==> config.mk <==
export PLATFORM = sky130hd
export DESIGN_NAME = tpmul_top
export DESIGN_NICKNAME = d
export VERILOG_FILES = /design/src/rtl/tpmul_pkg.sv /design/src/rtl/tpmul_ppgen.sv /design/src/rtl/tpmul_csatree.sv /design/src/rtl/tpmul_ksadd.sv /design/src/rtl/tpmul_top.sv
export SDC_FILE = /design/constraint.sdc
export NUM_CORES = 1
export LEC_CHECK = 0
export ABC_CLOCK_PERIOD_IN_PS = 1000
export BUFFER_PORTS_ARGS = -buffer_cell sky130_fd_sc_hd__buf_2
export CAP_MARGIN = 20
export CORE_ASPECT_RATIO = 0.7
export CORE_MARGIN = 3
export CORE_UTILIZATION = 25
export CTS_BUF_LIST = sky130_fd_sc_hd__clkbuf_4 sky130_fd_sc_hd__clkbuf_8
export CTS_CLUSTER_DIAMETER = 40
export DETAILED_ROUTE_END_ITERATION = 8
export MAX_ROUTING_LAYER = met4
export PLACE_DENSITY = 0.48
export SYNTH_ARGS = -nofsm -noshare
export SYNTH_HDL_FRONTEND = slang
export SYNTH_SLANG_ARGS = --single-unit
==> constraint.sdc <==
create_clock -name clk -period 1 [get_ports clk]
set_input_delay 0 -clock clk [delete_from_list [all_inputs] [get_ports clk]]
set_output_delay 0 -clock clk [all_outputs]
set_load 0.02 [all_outputs]
==> src/rtl/tpmul_pkg.sv <==
package tpmul_pkg;

  typedef enum logic [1:0] {
    MD_FULL = 2'b00,
    MD_HALF = 2'b01,
    MD_TWIN = 2'b10,
    MD_ALTF = 2'b11
  } tp_mode_e;

  // rows left after lvl levels of 3:2 compression
  function automatic int csa_rows_after(int n, int lvl);
    int k;
    int m;
    m = n;
    for (k = 0; k < lvl; k++) m = m - m / 3;
    return m;
  endfunction

  // levels needed to bring n rows down to two
  function automatic int csa_levels(int n);
    int l;
    int m;
    l = 0;
    m = n;
    while (m > 2) begin
      m = m - m / 3;
      l++;
    end
    return l;
  endfunction

endpackage

==> src/rtl/tpmul_ppgen.sv <==
// Mode-gated partial-product array with signed sign-bit handling.
// Row i holds the terms a[j] & b[i] at weight i+j; row W holds constants.
module tpmul_ppgen #(
  parameter int W  = 16,
  parameter int NR = W + 1
) (
  input  logic [W-1:0]   a,
  input  logic [W-1:0]   b,
  input  logic           sgn,
  input  logic           full_on,
  input  logic           part_lo,
  input  logic           part_hi,
  output logic [2*W-1:0] rows [NR]
);
  localparam int H = W / 2;

  logic split;
  assign split = part_lo | part_hi;

  always_comb begin
    for (int r = 0; r < NR; r++) rows[r] = '0;
    for (int i = 0; i < W; i++) begin
      for (int j = 0; j < W; j++) begin
        rows[i][i+j] =
          (full_on | (part_lo & (i < H) & (j < H)) | (part_hi & (i >= H) & (j >= H)))
          & ((a[j] & b[i]) ^ (sgn & (
              (split ? ((i == H-1) || (i == W-1)) : (i == W-1)) ^
              (split ? ((j == H-1) || (j == W-1)) : (j == W-1)))));
      end
    end
    // correction constants at the sign positions of each active product
    rows[W][H]     = sgn & part_lo;
    rows[W][W-1]   = sgn & part_lo;
    rows[W][W]     = sgn & full_on;
    rows[W][W+H]   = sgn & part_hi;
    rows[W][2*W-1] = sgn & (full_on | part_hi);
  end

endmodule

==> src/rtl/tpmul_csatree.sv <==
// Carry-save reduction tree; rows enter in order so low-weight rows
// meet first. In split modes no carry lands on bit CUT.
module tpmul_csatree #(
  parameter int NR  = 17,
  parameter int PW  = 32,
  parameter int CUT = 16
) (
  input  logic [PW-1:0] rows [NR],
  input  logic          split,
  output logic [PW-1:0] sum_o,
  output logic [PW-1:0] car_o
);
  localparam int NL = tpmul_pkg::csa_levels(NR);
  localparam logic [PW-1:0] CUT_BIT = PW'(1) << CUT;

  logic [PW-1:0] lv [NL+1][NR];
  logic [PW-1:0] kill;

  assign kill = split ? CUT_BIT : '0;

  for (genvar r = 0; r < NR; r++) begin : g_in
    assign lv[0][r] = rows[r];
  end

  for (genvar l = 0; l < NL; l++) begin : g_lvl
    localparam int NI = tpmul_pkg::csa_rows_after(NR, l);
    localparam int NG = NI / 3;
    for (genvar g = 0; g < NG; g++) begin : g_csa
      logic [PW-1:0] x, y, z;
      logic [PW-2:0] maj;
      assign x   = lv[l][3*g];
      assign y   = lv[l][3*g+1];
      assign z   = lv[l][3*g+2];
      assign maj = (x[PW-2:0] & y[PW-2:0]) | (x[PW-2:0] & z[PW-2:0]) |
                   (y[PW-2:0] & z[PW-2:0]);
      assign lv[l+1][2*g]   = x ^ y ^ z;
      assign lv[l+1][2*g+1] = {maj, 1'b0} & ~kill;
    end
    for (genvar r = 3*NG; r < NI; r++) begin : g_pass
      assign lv[l+1][r-NG] = lv[l][r];
    end
    for (genvar r = NI-NG; r < NR; r++) begin : g_zero
      assign lv[l+1][r] = '0;
    end
  end

  assign sum_o = lv[NL][0];
  assign car_o = lv[NL][1];

endmodule

==> src/rtl/tpmul_ksadd.sv <==
// Kogge-Stone final adder; in split modes the carry into bit CUT is cut.
module tpmul_ksadd #(
  parameter int PW  = 32,
  parameter int CUT = 16
) (
  input  logic [PW-1:0] x,
  input  logic [PW-1:0] y,
  input  logic          split,
  output logic [PW-1:0] s
);
  localparam int NS = $clog2(PW);
  localparam logic [PW-1:0] EDGE_BIT = PW'(1) << (CUT - 1);

  logic [PW-1:0] hp;
  logic [PW-1:0] cut_m;
  logic [PW-1:0] gg [NS+1];
  logic [PW-1:0] pp [NS];

  assign hp    = x ^ y;
  assign cut_m = split ? EDGE_BIT : '0;
  assign gg[0] = (x & y) & ~cut_m;
  assign pp[0] = hp & ~cut_m;

  for (genvar st = 0; st < NS; st++) begin : g_st
    localparam int D = 1 << st;
    for (genvar i = 0; i < PW; i++) begin : g_bit
      if (i >= D) begin : g_mrg
        assign gg[st+1][i] = gg[st][i] | (pp[st][i] & gg[st][i-D]);
        if (st < NS - 1) begin : g_p
          assign pp[st+1][i] = pp[st][i] & pp[st][i-D];
        end
      end else begin : g_cpy
        assign gg[st+1][i] = gg[st][i];
        if (st < NS - 1) begin : g_p
          assign pp[st+1][i] = pp[st][i];
        end
      end
    end
  end

  assign s = hp ^ {gg[NS][PW-2:0], 1'b0};

endmodule

==> src/rtl/tpmul_top.sv <==
module tpmul_top #(
  parameter int W       = 16,
  parameter bit OUT_REG = 1'b1
) (
  input  logic           clk,
  input  logic           rst_n,
  input  logic [W-1:0]   a,
  input  logic [W-1:0]   b,
  input  logic [1:0]     mode,
  input  logic           sgn,
  output logic [2*W-1:0] p
);
  import tpmul_pkg::*;

  localparam int PW = 2 * W;
  localparam int NR = W + 1;

  tp_mode_e      md;
  logic          full_on, part_lo, part_hi, split;
  logic [PW-1:0] rows [NR];
  logic [PW-1:0] t_sum, t_car, prod;

  assign md      = tp_mode_e'(mode);
  assign full_on = (md == MD_FULL) || (md == MD_ALTF);
  assign part_lo = (md == MD_HALF) || (md == MD_TWIN);
  assign part_hi = (md == MD_TWIN);
  assign split   = part_lo;

  tpmul_ppgen #(.W(W), .NR(NR)) u_pp (
    .a       (a),
    .b       (b),
    .sgn     (sgn),
    .full_on (full_on),
    .part_lo (part_lo),
    .part_hi (part_hi),
    .rows    (rows)
  );

  tpmul_csatree #(.NR(NR), .PW(PW), .CUT(W)) u_tree (
    .rows  (rows),
    .split (split),
    .sum_o (t_sum),
    .car_o (t_car)
  );

  tpmul_ksadd #(.PW(PW), .CUT(W)) u_add (
    .x     (t_sum),
    .y     (t_car),
    .split (split),
    .s     (prod)
  );

  if (OUT_REG) begin : g_reg
    logic [PW-1:0] p_d, p_q;
    always_comb p_d = prod;
    always_ff @(posedge clk or negedge rst_n) begin
      if (!rst_n) p_q <= '0;
      else        p_q <= p_d;
    end
    assign p = p_q;
  end else begin : g_comb
    assign p = prod;
  end

endmodule

==> summary.md <==
| Metric | Value |
|---|---|
| Status | `finished, violations left` |
| Failing checks | `negative setup slack` |
| Most common cell after layout, fill and taps aside | `inv_1` |
| Commonest cells after routing, fill and taps aside | `inv_1, fa_1, buf_4` |
| Post-route cell area | `0.0137 mm^2` |
| Post-route ant nets | `0` |
| Unique masters post-synth | `44` |
| Kind of critical path | `in -> reg` |
| Longest Clk Path Bufs | `2` |
| Final hold vios | `0` |
| Gpl congestion | `0.877` |
| Diodes inserted | `0` |
| Fin util | `0.352` |
| Post-Syn Area per Cell | `9.16 um^2` |
| DR DRC count | `0` |
| CTS tree | `built` |
| Share of cells above drive strength 1 | `0.337` |
| Crit share post-route | `5.54` |
| Initial Utilization | `0.257` |
| # nets final | `1651` |
| Detail Placement HPWL | `25.9 mm` |
| Via count | `7829` |
| Setup crit start kind | `input pin` |
| Synthesis-to-layout area growth | `37.2%` |
| Register area share after synthesis | `0.0803` |
| Largest register FFs | `32` |
| WP data arrival | `5720 ps` |
| Top cells by area, synth | `fa_1, ha_1, inv_1, dfrtp_1, and2_1` |
| Synth Cell Area | `0.00998 mm^2` |
| Top FF cell, synth | `dfrtp_1` |
| H-tree depth | `2` |
| Worst Path Max Fanout | `6` |
| Relative slew slack | `0.757` |
| Largest net degree at the start of global routing | `27` |
| PnR worst setup slack | `-4540 ps` |
| Placed Area | `0.0123 mm^2` |
| Pwr Density | `3880 mW/mm^2` |
| Total grt overflow | `0` |
| Num rows | `60` |
| RSZ-0062 raised after global routing | `true` |
| I/O pin total | `69` |
| CP endpoint kind | `flip-flop` |
| Clock Sinks | `32` |
| Slew Limit Fails | `0` |
| Number of synthesis warnings | `0` |
| Worst Path Required | `1180 ps` |
| # Max-Cap Violations | `0` |
| Initial antenna violation count | `1` |
| Largest area contributor in the netlist | `fa_1` |
| Vias in the first global route | `8225` |
| Final min period | `5540 ps` |
| F_max | `180 MHz` |
| Peak supply drop | `0.00243 V` |
| #FFs+latches synth | `32` |
| Syn nets | `1422` |
| Slew @ Worst Pin | `364 ps` |
| Final setup fails | `30` |
| Share of the synthesized area in the top cell type | `0.409` |
| Input/output buffers | `68` |
| Die Height | `173 um` |
| Area of the core | `0.0389 mm^2` |
| Total CTS buffers | `5` |
| Global Route Usage Sum | `0.149` |
| Die ar. | `0.0424 mm^2` |
| Hold slack | `66.5 ps` |
| CTS root buffer | `clkbuf_8` |
| Initial drt markers | `437` |
| First-pass GRT wire length | `48.5 mm` |
| P_leak | `6.68 nW` |
| Vias per cell | `4.24` |
| Pwr Total | `53.1 mW` |
| Post-synth ARST share | `1.00` |
| Drt wl/cell | `16.4 um` |
| Cells after Synth | `1089` |
| Drt first pass iters | `5` |
| Worst-path clk slew | `70 ps` |
| Min-delay worst type | `in -> reg` |
| Post-synth EDFFs | `0` |
| Chip Width | `245 um` |
| Final wirelength | `30.3 mm` |
==> worst paths after layout <==
check	from	end	slack [ps]	cells after the start
min in group asynchronous	rst_n	p[26]	130	2
max in group asynchronous	rst_n	p[9]	440	3
hold / removal	b[0]	p[0]	70	2
setup / recovery	mode[0]	p[29]	-4540	24
==> area by class of cell <==
cell class	instances	area, um^2
fill	4048	25200
multi-input combinational	782	8970
timing repair buffer	275	2290
inverter	222	846
sequential	32	801
tap	527	659
clock buffer	7	96.3
clock inverter	1	30.0
==> Yosys cell counts, types with 16 or more instances <==
library cell,count
nand2_1,123
dfrtp_1,32
ha_1,92
and2_1,101
inv_1,221
xnor2_1,48
and3_1,62
nor2_1,21
clkbuf_1,49
nand3_1,16
fa_1,204
nor2b_1,19
xor2_1,20
==> timing repair <==
item                       4_1_cts  5_1_grt
gates resized for setup        152       80
pin swaps                       53       74
setup buffers                   22       17
setup endpoints to repair       30       30
cloned                           3        1
hold buffers                     1        0
hold endpoints to repair        32        0
==> worst max-delay path, cell delays in order <==
cell     delay (ps)
buf_12           90
inv_12           30
ha_4            340
buf_8           150
and2_4          170
buf_4           110
nand2_1          70
fa_1            530
inv_1            50
fa_1            480
fa_1            510
fa_1            510
inv_1            50
fa_1            520
inv_1            50
fa_2            540
ha_4            210
and3_4          170
and2_4          150
o311a_4         120
o41ai_4         280
nor3_2          100
o41a_1          330
xor2_1          140
==> metrics by stage <==
| stage | setup slack [ps] | instances | TNS [ps] |
|---|---|---|---|
| after floorplan | -4750 | 1089 | -104410 |
| after global placement | -5130 | 1801 | -119090 |
| after detailed placement | -5170 | 1801 | -119640 |
| after CTS | -4520 | 1834 | -104650 |
| after global routing | -4690 | 1846 | -109990 |
| final | -4540 | 1846 | -106130 |
==> per-layer routing <==
layer | GRT usage | share of wire
met1 | 0.250 | 0.55
met2 | 0.186 | 0.37
met3 | 0.0228 | 0.070
met4 | 0.0187 | 0.0065
met5 | - | 0
==> logic make-up after synthesis <==
family | Yosys count | share of synthesized area
and+or+nand+nor | 360 | 0.188
adders and majority gates | 296 | 0.525
buffers and inverters | 275 | 0.104
xor gates and xnor gates | 68 | 0.0597
AOI/OAI and AO/OA | 58 | 0.0435
DFF | 32 | 0.0803
==> power by group <==
part / internal (mW) / switching [mW] / total, mW / leakage [nW]
clock: 0.879 / 0.510 / 1.39 / 0.0645
combinational: 26.2 / 23.0 / 49.2 / 6.24
sequential: 2.35 / 0.205 / 2.56 / 0.375
total: 29.4 / 23.7 / 53.1 / 6.68
Note: power is estimated with default switching activity, not from simulation.
